## config.mk

```make
export PLATFORM = sky130hd
export DESIGN_NAME = sline_slot_engine
export DESIGN_NICKNAME = d
export VERILOG_FILES = /design/src/rtl/sline_pkg.sv /design/src/rtl/sline_sync.sv /design/src/rtl/sline_us_tick.sv /design/src/rtl/sline_phase_calc.sv /design/src/rtl/sline_seq.sv /design/src/rtl/sline_slot_engine.sv
export SDC_FILE = /design/constraint.sdc
export NUM_CORES = 1
export LEC_CHECK = 0
export ABC_AREA = 1
export BUFFER_PORTS_ARGS = -buffer_cell sky130_fd_sc_hd__buf_2
export CAP_MARGIN = 20
export CORE_MARGIN = 1
export CORE_UTILIZATION = 54
export DETAILED_ROUTE_END_ITERATION = 6
export GPL_ROUTABILITY_DRIVEN = 0
export PLACE_DENSITY = 0.79
export SYNTH_ARGS = -nofsm -noshare
export SYNTH_HDL_FRONTEND = slang
export SYNTH_SLANG_ARGS = --single-unit
```

## constraint.sdc

```tcl
create_clock -name clk -period 2.01 [get_ports clk]
set_input_delay 0.3015 -clock clk [delete_from_list [all_inputs] [get_ports clk]]
set_output_delay 0.3015 -clock clk [all_outputs]
set_load 0.03 [all_outputs]
```

## src/rtl/sline_pkg.sv

```systemverilog
// Shared types for the single-line bus slot engine.
// Assumes: operation codes are fixed by the request interface of the top.
package sline_pkg;

    typedef enum logic [1:0] {
        OP_RESET    = 2'b00,
        OP_WRITE    = 2'b01,
        OP_READ     = 2'b10,
        OP_READ_ALT = 2'b11
    } sline_op_e;

    typedef enum logic {
        ST_IDLE = 1'b0,
        ST_BUSY = 1'b1
    } sline_state_e;

    typedef struct packed {
        logic bit_val;
        logic presence;
        logic fault;
    } sline_rsp_t;

endpackage

```

## src/rtl/sline_sync.sv

```systemverilog
// Multi-flop synchronizer for the raw line level.
// Assumes: STAGES >= 2; the idle line is high, so the flops reset to 1.
module sline_sync #(
    parameter int STAGES = 2
) (
    input  logic clk,
    input  logic rst_n,
    input  logic din,
    output logic dout
);
    logic [STAGES-1:0] chain;

    // Shift the asynchronous level through the flop chain.
    always_ff @(posedge clk) begin
        if (!rst_n) begin
            chain <= '1;
        end else begin
            chain <= {chain[STAGES-2:0], din};
        end
    end

    assign dout = chain[STAGES-1];

endmodule

```

## src/rtl/sline_us_tick.sv

```systemverilog
// Microsecond strobe generator: one-cycle tick every CYC_PER_US clocks.
// Assumes: 'restart' realigns the phase so that the first tick comes
// CYC_PER_US clocks after the restart edge.
module sline_us_tick #(
    parameter int CYC_PER_US = 50
) (
    input  logic clk,
    input  logic rst_n,
    input  logic restart,
    output logic tick
);
    localparam int CW = (CYC_PER_US > 1) ? $clog2(CYC_PER_US) : 1;
    localparam logic [CW-1:0] LAST = CW'(CYC_PER_US - 1);

    logic [CW-1:0] cnt;

    assign tick = (cnt == LAST);

    // Count clocks within one microsecond; wrap on tick, zero on restart.
    always_ff @(posedge clk) begin
        if (!rst_n || restart) begin
            cnt <= '0;
        end else if (tick) begin
            cnt <= '0;
        end else begin
            cnt <= cnt + 1'b1;
        end
    end

    generate
        if (CYC_PER_US > 1) begin : g_spacing
            AST_TICK_SPACED: assert property (@(posedge clk) disable iff (!rst_n)
                tick |=> !tick);
        end
    endgenerate

endmodule

```

## src/rtl/sline_phase_calc.sv

```systemverilog
// Decodes a request into its low-phase length and total length in
// microseconds.
// Assumes: all limits fit UW bits; the extension applies to slots only.
module sline_phase_calc
    import sline_pkg::*;
#(
    parameter int UW          = 11,
    parameter int EXTRA_W     = 8,
    parameter int RST_LOW_US  = 480,
    parameter int RST_REL_US  = 480,
    parameter int WR1_LOW_US  = 6,
    parameter int WR0_LOW_US  = 60,
    parameter int RD_LOW_US   = 6,
    parameter int SLOT_US     = 60,
    parameter int REC_US      = 10
) (
    input  sline_op_e          op,
    input  logic               wbit,
    input  logic [EXTRA_W-1:0] extra_us,
    output logic [UW-1:0]      low_us,
    output logic [UW-1:0]      end_us
);
    localparam logic [UW-1:0] SLOT_BASE = UW'(SLOT_US + REC_US);
    localparam logic [UW-1:0] RST_END   = UW'(RST_LOW_US + RST_REL_US);

    logic [UW-1:0] slot_end;

    // Slot length is the base slot plus the requested recovery extension.
    always_comb begin
        slot_end = SLOT_BASE + UW'(extra_us);
    end

    // Select the pull-low length and the end point per operation.
    always_comb begin
        unique case (op)
            OP_RESET: begin
                low_us = UW'(RST_LOW_US);
                end_us = RST_END;
            end
            OP_WRITE: begin
                low_us = wbit ? UW'(WR1_LOW_US) : UW'(WR0_LOW_US);
                end_us = slot_end;
            end
            default: begin
                low_us = UW'(RD_LOW_US);
                end_us = slot_end;
            end
        endcase
    end

endmodule

```

## src/rtl/sline_seq.sv

```systemverilog
// Operation sequencer: accepts a request, drives the pull-down, counts
// microseconds, watches for presence or samples a read bit, and issues a
// one-cycle response.
// Assumes: tick restarts on acceptance; line_s is already synchronized.
module sline_seq
    import sline_pkg::*;
#(
    parameter int UW           = 11,
    parameter int RST_LOW_US   = 480,
    parameter int PRES_LO_US   = 15,
    parameter int PRES_HI_US   = 300,
    parameter int RD_SAMPLE_US = 15
) (
    input  logic          clk,
    input  logic          rst_n,
    input  logic          req_valid,
    input  sline_op_e     req_op,
    input  logic [UW-1:0] dec_low_us,
    input  logic [UW-1:0] dec_end_us,
    input  logic          tick,
    input  logic          line_s,
    output logic          accept,
    output logic          idle,
    output logic          pull_low,
    output logic          rsp_valid,
    output sline_rsp_t    rsp
);
    localparam logic [UW-1:0] WIN_LO = UW'(RST_LOW_US + PRES_LO_US);
    localparam logic [UW-1:0] WIN_HI = UW'(RST_LOW_US + PRES_HI_US);
    localparam logic [UW-1:0] SAMPLE = UW'(RD_SAMPLE_US);

    sline_state_e  state;
    sline_op_e     op_q;
    logic [UW-1:0] low_q;
    logic [UW-1:0] end_q;
    logic [UW-1:0] us_q;
    logic [UW-1:0] us_next;
    logic          saw_low_q;
    logic          bit_q;
    logic          is_reset_q;
    logic          in_window;

    assign idle       = (state == ST_IDLE);
    assign accept     = req_valid && idle;
    assign us_next    = us_q + 1'b1;
    assign is_reset_q = (op_q == OP_RESET);
    assign in_window  = (us_next >= WIN_LO) && (us_next < WIN_HI);

    // Main sequencing: accept, advance per tick, finish at the end point.
    always_ff @(posedge clk) begin
        if (!rst_n) begin
            state     <= ST_IDLE;
            op_q      <= OP_RESET;
            low_q     <= '0;
            end_q     <= '0;
            us_q      <= '0;
            pull_low  <= 1'b0;
            saw_low_q <= 1'b0;
            bit_q     <= 1'b0;
            rsp_valid <= 1'b0;
            rsp       <= '0;
        end else begin
            rsp_valid <= 1'b0;
            if (accept) begin
                state     <= ST_BUSY;
                op_q      <= req_op;
                low_q     <= dec_low_us;
                end_q     <= dec_end_us;
                us_q      <= '0;
                pull_low  <= 1'b1;
                saw_low_q <= 1'b0;
                bit_q     <= 1'b0;
            end else if (state == ST_BUSY && tick) begin
                us_q <= us_next;
                if (us_next == low_q) begin
                    pull_low <= 1'b0;
                end
                if (is_reset_q && in_window && !line_s) begin
                    saw_low_q <= 1'b1;
                end
                if (!is_reset_q && op_q != OP_WRITE && us_next == SAMPLE) begin
                    bit_q <= line_s;
                end
                if (us_next == end_q) begin
                    state        <= ST_IDLE;
                    rsp_valid    <= 1'b1;
                    rsp.bit_val  <= bit_q;
                    rsp.presence <= is_reset_q && saw_low_q;
                    rsp.fault    <= is_reset_q && !saw_low_q;
                end
            end
        end
    end

    AST_IDLE_RELEASED: assert property (@(posedge clk) disable iff (!rst_n)
        (state == ST_IDLE) |-> !pull_low);
    AST_ACCEPT_PULLS: assert property (@(posedge clk) disable iff (!rst_n)
        accept |=> pull_low);
    AST_RSP_RELEASED: assert property (@(posedge clk) disable iff (!rst_n)
        rsp_valid |-> (!pull_low && state == ST_IDLE));
    AST_RSP_PULSE: assert property (@(posedge clk) disable iff (!rst_n)
        rsp_valid |=> !rsp_valid);
    AST_COUNT_BOUND: assert property (@(posedge clk) disable iff (!rst_n)
        (state == ST_BUSY) |-> (us_q <= end_q));
    AST_PRES_IN_WINDOW: assert property (@(posedge clk) disable iff (!rst_n)
        $rose(saw_low_q) |-> (us_q >= WIN_LO && us_q < WIN_HI));
    AST_VERDICT_EXCLUSIVE: assert property (@(posedge clk) disable iff (!rst_n)
        rsp_valid |-> !(rsp.presence && rsp.fault));

endmodule

```

## src/rtl/sline_slot_engine.sv

```systemverilog
// Top of the single-line open-drain bus slot engine: bus reset with
// presence check, bit write and bit read slots, microsecond timing.
// Assumes: the pad pulls low while bus_pull_low is 1 and otherwise floats
// to an external pull-up; CLK_HZ is a whole number of MHz.
module sline_slot_engine
    import sline_pkg::*;
#(
    parameter int CLK_HZ       = 50_000_000,
    parameter int RST_LOW_US   = 480,
    parameter int RST_REL_US   = 480,
    parameter int PRES_LO_US   = 15,
    parameter int PRES_HI_US   = 300,
    parameter int WR1_LOW_US   = 6,
    parameter int WR0_LOW_US   = 60,
    parameter int RD_LOW_US    = 6,
    parameter int RD_SAMPLE_US = 15,
    parameter int SLOT_US      = 60,
    parameter int REC_US       = 10,
    parameter int EXTRA_W      = 8,
    parameter int SYNC_STAGES  = 2
) (
    input  logic               clk,
    input  logic               rst_n,
    input  logic               req_valid,
    output logic               req_ready,
    input  logic [1:0]         req_op,
    input  logic               req_bit,
    input  logic [EXTRA_W-1:0] rec_extra_us,
    output logic               rsp_valid,
    output logic               rsp_bit,
    output logic               rsp_presence,
    output logic               rsp_fault,
    output logic               bus_pull_low,
    input  logic               bus_in
);
    localparam int CYC_PER_US = CLK_HZ / 1_000_000;
    localparam int MAX_US     = RST_LOW_US + RST_REL_US + SLOT_US + REC_US + (1 << EXTRA_W);
    localparam int UW         = $clog2(MAX_US + 1);

    logic          line_s;
    logic          tick;
    logic          accept;
    logic          idle;
    logic [UW-1:0] dec_low_us;
    logic [UW-1:0] dec_end_us;
    sline_rsp_t    rsp;
    sline_op_e     op_in;

    assign op_in = sline_op_e'(req_op);

    sline_sync #(.STAGES(SYNC_STAGES)) i_sync (
        .clk  (clk),
        .rst_n(rst_n),
        .din  (bus_in),
        .dout (line_s)
    );

    sline_us_tick #(.CYC_PER_US(CYC_PER_US)) i_tick (
        .clk    (clk),
        .rst_n  (rst_n),
        .restart(accept),
        .tick   (tick)
    );

    sline_phase_calc #(
        .UW        (UW),
        .EXTRA_W   (EXTRA_W),
        .RST_LOW_US(RST_LOW_US),
        .RST_REL_US(RST_REL_US),
        .WR1_LOW_US(WR1_LOW_US),
        .WR0_LOW_US(WR0_LOW_US),
        .RD_LOW_US (RD_LOW_US),
        .SLOT_US   (SLOT_US),
        .REC_US    (REC_US)
    ) i_calc (
        .op      (op_in),
        .wbit    (req_bit),
        .extra_us(rec_extra_us),
        .low_us  (dec_low_us),
        .end_us  (dec_end_us)
    );

    sline_seq #(
        .UW          (UW),
        .RST_LOW_US  (RST_LOW_US),
        .PRES_LO_US  (PRES_LO_US),
        .PRES_HI_US  (PRES_HI_US),
        .RD_SAMPLE_US(RD_SAMPLE_US)
    ) i_seq (
        .clk       (clk),
        .rst_n     (rst_n),
        .req_valid (req_valid),
        .req_op    (op_in),
        .dec_low_us(dec_low_us),
        .dec_end_us(dec_end_us),
        .tick      (tick),
        .line_s    (line_s),
        .accept    (accept),
        .idle      (idle),
        .pull_low  (bus_pull_low),
        .rsp_valid (rsp_valid),
        .rsp       (rsp)
    );

    assign req_ready    = idle;
    assign rsp_bit      = rsp.bit_val;
    assign rsp_presence = rsp.presence;
    assign rsp_fault    = rsp.fault;

    AST_RESET_RELEASES: assert property (@(posedge clk)
        !rst_n |=> (!bus_pull_low && req_ready && !rsp_valid));
    AST_BUSY_NO_READY: assert property (@(posedge clk) disable iff (!rst_n)
        bus_pull_low |-> !req_ready);

endmodule

```

==> results of run 1 <==
synthesized netlist by cell type, drive strengths merged (2+ instances only):
| cell type | n |
|---|---|
| inv | 48 |
| nand4 | 5 |
| xnor2 | 2 |
| o21ai | 19 |
| dfxtp | 43 |
| clkinv | 2 |
| o22ai | 4 |
| clkbuf | 3 |
| xor2 | 6 |
| a21oi | 18 |
| nand2 | 109 |
| or2 | 2 |
| o211ai | 3 |
| nand3 | 38 |
| nor2 | 42 |
| ha | 5 |
| nand3b | 3 |
| nor3 | 4 |
where the power goes:
group          internal (uW)  switching [uW]  total (uW)
clock network            370             308         678
registers                880            23.4         903
logic                   63.6             105         168
routing by layer:
| layer | track usage [%] | up-vias | wire length, um |
|---|---|---|---|
| met4 | 12.5 | 0 | 160 |
| met2 | 42.6 | 84 | 2710 |
| met1 | 35.3 | 1136 | 2630 |
| met3 | 5.92 | 16 | 332 |
| met5 | 0 | - | 0 |
| li1 | - | 1223 | - |
final cells by class:
cell class / count / share of cell area, %
Tap cell: 50 / 2.30
Clock buffer: 5 / 2.53
Clock inverter: 3 / 1.61
Inverter: 50 / 6.89
Timing Repair Buffer: 25 / 5.05
Multi-Input combinational cell: 266 / 49.7
Sequential cell: 43 / 32.0
logic make-up (layout without fill, tap and decap cells):
family,Yosys count,in the layout,share of synthesized area [%]
simple gates,204,204,38.6
compound gates,49,49,11.5
buf+inv,54,83,8.50
fa+ha+maj,5,5,2.61
flops,43,43,35.9
xor+xnor,8,8,2.92
timing repair:
action / in CTS / in global routing
hold buffers: 0 / 0
buffers inserted: 0 / 0
resized for setup: 0 / 9
endpoints found under the setup margin: 0 / 7
state kept, by name, summed over array words and instances, names as in the netlist:
register	flops
i_seq.op_q	2
i_seq.state	1
i_seq.rsp_valid	1
i_seq.rsp	3
i_seq.end_q	9
i_sync.chain	2
i_seq.low_q	5
i_seq.pull_low	1
i_seq.us_q	11
i_seq.saw_low_q	1
i_tick.cnt	6
i_seq.bit_q	1
stage by stage:
stage	setup TNS, ps	util (%)
after floorplan	0	-
after global routing	-20.0	65.8
after CTS	0	65.0
after global placement	0	62.3
after detailed placement	0	62.3
final	0	65.8
worst max path at each step:
stage                   endpoint  slack [ps]  cells past startpoint
finish              i_seq.rsp[1]         160                     12
global route         i_seq.bit_q         -20                     11
floorplan           i_seq.rsp[0]         190                     12
detailed placement  i_seq.rsp[1]          60                     12
CTS                 i_seq.rsp[1]          30                     12
global placement    i_seq.rsp[2]         140                     12
==> flow_metrics.env, run 1 <==
export IMPL_status="finished clean"
export IMPL_routedWlPerCell_um=13.2
export IMPL_ant_nets=0
export IMPL_min_delay_path_depth=2
export IMPL_cp_buffers_inverters=1
export IMPL_diodes=0
export IMPL_crit_reg2reg_launch="i_seq.us_q[0]"
export IMPL_ys_ff_latch=43
export IMPL_nFillCells=384
export IMPL_die_area_um2=4710
export IMPL_wirelength_um=5840
export IMPL_multi_input_area_um2=1350
export IMPL_ios=21
export IMPL_fp_dieW_um=68.6
export IMPL_row_count=23
export IMPL_root_buffer="clkbuf_8"
export IMPL_area_growth_pct=13.6
export IMPL_synth_flop_cell="dfxtp_1"
export IMPL_drv_cap=0
export IMPL_cp_max_fo=7
export IMPL_p_total_uw=1750
export IMPL_die_y_um=68.6
export IMPL_cp_cell_sequence="inv_2 -> ha_4 -> xor2_1 -> nand2_1 -> nor2_1 -> nand2_1 -> nor2_2 -> nand3_2 -> nor2_4 -> nand2_1 -> nand2_1 -> nor2_1"
export IMPL_critPathKind="reg2reg"
export IMPL_synthArstFlopShare_pct=0
export IMPL_period_share_pct=92.0
export IMPL_slowest_stage="dfxtp_4"
export IMPL_post_route_drc_count=0
export IMPL_initial_core_util_pct=57.9
export IMPL_grt_remaining_overflow=0
export IMPL_register_area_um2=871
export IMPL_synth_edf_count=0
export IMPL_cpPeakStageDelay_ps=380
export IMPL_r2r_end="i_seq.rsp[1]"
export IMPL_core_um2=4140
export IMPL_cp_common_cell="nand2_1"
export IMPL_dp_cells=434
export IMPL_setup_ws_ps=161
export IMPL_grt_pass1_wl_um=9360
export IMPL_start_kind="flop"
export IMPL_nets=411
export IMPL_cp_top_family="simple AND/OR/NAND/NOR gates"
export IMPL_synth_distinct_cells=31
export IMPL_numCtsBuffers=5
export IMPL_powerDensity_nw_per_um2=642
export IMPL_finalCriticalPeriod_ps=1850
export IMPL_avgViaCountPerCell=5.56
export IMPL_hold_viol_final=0
export IMPL_cts_buffer_depth=2
export IMPL_place_ws_ps=56.0
export IMPL_setup_viol_count_final=0
export IMPL_drive_gt1_share_pct=15.6
export IMPL_cts_reportedPaths_clkPinSlew_ps=90
export IMPL_postSynthAreaPerCell_um2=6.61
export IMPL_fmax_mhz=541
export IMPL_crit_required_ps=2210
export IMPL_cp_arrival_ps=2050
export IMPL_min_to="i_sync.chain[0]"
export IMPL_syn_area_um2=2400
export IMPL_first_pass_iters=6
export IMPL_crit_start="i_seq.us_q[0]"
export IMPL_grt_use_total_pct=27.2
export IMPL_hold_class="in2reg"
export IMPL_mostFrequentLayoutCells="nand2_1, inv_1, dfxtp_1, nor2_1, nand3_1"
export IMPL_grt_pass1_vias=2077
export IMPL_port_buffers=20
export IMPL_synth_cells=363
export IMPL_htreeDepth=2
export IMPL_drtIter0Drc=231
export IMPL_hpwlAfterDp_um=4520
export IMPL_tightest_slew_ps=334
export IMPL_postPlaceCellArea_um2=2580
export IMPL_drv_slew=0
export IMPL_critPathCaptureType="flop"
export IMPL_final_common_cell="nand2_1"
export IMPL_syn_nets=383
export IMPL_holdWs_ps=184
export IMPL_final_cells=442
export IMPL_yosysTopAreaCellShare_pct=35.9
export IMPL_ys_seq_area_share_pct=35.9
export IMPL_synthTopCellsByArea="dfxtp_1, nand2_1, inv_1"
export IMPL_finClkSkew_ps=5.14
export IMPL_ys_warn_count=0
export IMPL_fin_area_um2=2730
export IMPL_synth_top_area_cell="dfxtp_1"
export IMPL_p_leak_uw=0.00122
export IMPL_reg2reg_slack_ps=160
export IMPL_slew_headroom_pct=77.6
export IMPL_clock_latency_ps=300
export IMPL_cts_tree="built"
export IMPL_grt_max_degree=16
export IMPL_antenna_found_initial=0
export IMPL_via_count=2459
export IMPL_max_vdd_ir_drop_uv=575
export IMPL_r2r_cells=12
export IMPL_min_from="bus_in"
export IMPL_cts_sinks=43
Note: power is estimated with default switching activity, not from simulation.
==> inputs of run 2 (changes only) <==
Settings changed: CORE_UTILIZATION 54 to 53, PLACE_DENSITY 0.79 to 0.81.
Clock period 2.01 ns to 1.7 ns, I/O delays scaled along.
==> run 2 against run 1 <==
Net effect:
- the flow now finishes with violations (setup timing)
- register-to-register slack worse by 200 ps
- critical endpoint is now i_seq.rsp[2]
- combinational power up 29%
- largest cell class unchanged
- largest power group unchanged
- highest routed layer unchanged
- critical path type unchanged
- sequential power up 18%
==> flow_metrics.env, run 2 (synthesis gave the netlist of run 1 again) <==
export IMPL_mostFrequentLayoutCells="nand2_1, inv_1, dfxtp_1, nand3_1, nor2_1"
export IMPL_crit_required_ps=1900
export IMPL_fp_dieW_um=69.3
export IMPL_power_frac_clock_pct=39.8
export IMPL_combPwrFrac_pct=10.1
export IMPL_violations="setup timing"
export IMPL_period_share_pct=102
export IMPL_cts_tree="built"
export IMPL_status="finished with violations"
export IMPL_largestRegisters="i_seq.us_q (11), i_seq.end_q (9), i_tick.cnt (6)"
export IMPL_slew_headroom_pct=81.6
export IMPL_row_count=24
export IMPL_drv_cap=0
export IMPL_routedWlPerCell_um=13.1
export IMPL_htreeDepth=2
export IMPL_post_route_drc_count=0
export IMPL_fmax_mhz=577
export IMPL_max_vdd_ir_drop_uv=625
export IMPL_via_count=2491
export IMPL_numCtsBuffers=5
export IMPL_cts_hold_buf=0
export IMPL_cts_sinks=43
export IMPL_cts_buffer_depth=2
export IMPL_port_buffers=20
export IMPL_hold_class="in2reg"
export IMPL_hpwlAfterDp_um=4510
export IMPL_holdWs_ps=138
export IMPL_antenna_found_initial=0
export IMPL_final_core_util_pct=67.1
export IMPL_initial_core_util_pct=55.1
export IMPL_critPathKind="reg2reg"
export IMPL_internal_power_uw=1610
export IMPL_grt_use_total_pct=25.1
export IMPL_ios=21
export IMPL_nets=425
export IMPL_hold_viol_final=0
export IMPL_drv_slew=0
export IMPL_drtIter0Drc=155
export IMPL_ant_nets=0
export IMPL_diodes=0
export IMPL_area_growth_pct=21.9
export IMPL_cp_max_fo=7
export IMPL_wirelength_um=5980
export IMPL_power_switching_uw=519
export IMPL_core_um2=4350
export IMPL_start_kind="flop"
export IMPL_p_leak_uw=0.00132
export IMPL_grt_pass1_vias=2267
export IMPL_final_common_cell="nand2_1"
export IMPL_largest_register="i_seq.us_q"
export IMPL_largest_reg_flops=11
export IMPL_tightest_slew_ps=276
export IMPL_die_y_um=69.3
export IMPL_power_frac_seq_pct=50.1
export IMPL_root_buffer="clkbuf_8"
export IMPL_grt_pass1_wl_um=9740
export IMPL_swShare_pct=24.4
export IMPL_grt_max_degree=18
export IMPL_setup_viol_count_final=4
export IMPL_clock_latency_ps=300
export IMPL_cp_arrival_ps=1930
export IMPL_grt_remaining_overflow=0
export IMPL_powerDensity_nw_per_um2=728
export IMPL_drive_gt1_share_pct=22.4
export IMPL_finClkSkew_ps=3.92
export IMPL_avgViaCountPerCell=5.44
export IMPL_cts_reportedPaths_clkPinSlew_ps=80
export IMPL_setup_ws_ps=-33.7
export IMPL_die_area_um2=4800
export IMPL_finalCriticalPeriod_ps=1730
export IMPL_first_pass_iters=5
export IMPL_rsz0062_at_grt="true"
export IMPL_critPathCaptureType="flop"
-- run 2: cell types whose count changed in the layout (fill, tap and decap cells not counted), moves of 2 or more --
cell	previous run	this run
nor2_1	36	31
buf_4	5	18
nor3_2	0	2
nand2_2	6	13
nand2_1	103	95
nor3_1	4	2
nor2_2	2	6
-- run 2: worst max-delay path, stage by stage (launching register included) --
cell	delay [ps]
dfxtp_1	460
nand2_2	120
nor2_4	200
nand3_2	130
nand2_2	140
nand2_1	80
nand2_1	70
nand3_2	90
nor2_4	160
nand2_1	80
nand2_1	60
nor2_1	40
-- run 2: final cells by class --
class	instances	area, um2
timing repair buffer	39	255
clock buffer	6	82.6
clock inverter	2	38.8
multi-input combinational	266	1420
sequential	43	870
tap	52	65.1
inverter	50	191
fill	370	1430
-- run 2: per-layer routing --
metal  global-route usage, %  vias up  share of wire [%]  wire [um]
met1                    31.8     1136                 43       2560
met3                    4.80       19                6.3        375
met4                    10.9        0                3.1        184
met2                    41.4       80                 48       2860
li1                        -     1256                  -          -
met5                       0        -                  0          0
-- run 2: power groups by stage --
| stage | registers [uW] | logic [uW] | clock network, uW |
|---|---|---|---|
| floorplan | 1090 | 135 | 0 |
| global placement | 1090 | 206 | 0 |
| detailed placement | 1090 | 212 | 0 |
| CTS | 1070 | 215 | 856 |
| global route | 1070 | 244 | 893 |
| finish | 1070 | 216 | 846 |
-- run 2: stage by stage --
step	power, uW	cells	TNS [ps]	area (um2)	setup WS (ps)
floorplan	1220	363	0	2410	27.7
finish	2130	458	-116	2920	-33.7
global route	2210	458	-1110	2920	-180
global placement	1300	448	-67.0	2700	-23.1
detailed placement	1300	448	-315	2700	-104
CTS	2140	456	-43.9	2870	-18.9
-- run 2: path summary, 6_finish.rpt --
kind,startpoint,end,slack [ps],cells past startpoint
max,i_seq.us_q[2],i_seq.rsp[2],-30,11
min,bus_in,i_sync.chain[0],140,2
max reg2reg,i_seq.us_q[2],i_seq.rsp[2],-30,11
min reg2reg,i_sync.chain[0],i_sync.chain[1],420,1
-- run 2: repair_timing --
item	4_1_cts	5_1_grt
hold endpoints to repair	0	0
pin swaps	5	5
setup buffers	0	2
gates resized for setup	13	13
cloned	0	0
endpoints found under the setup margin	8	8
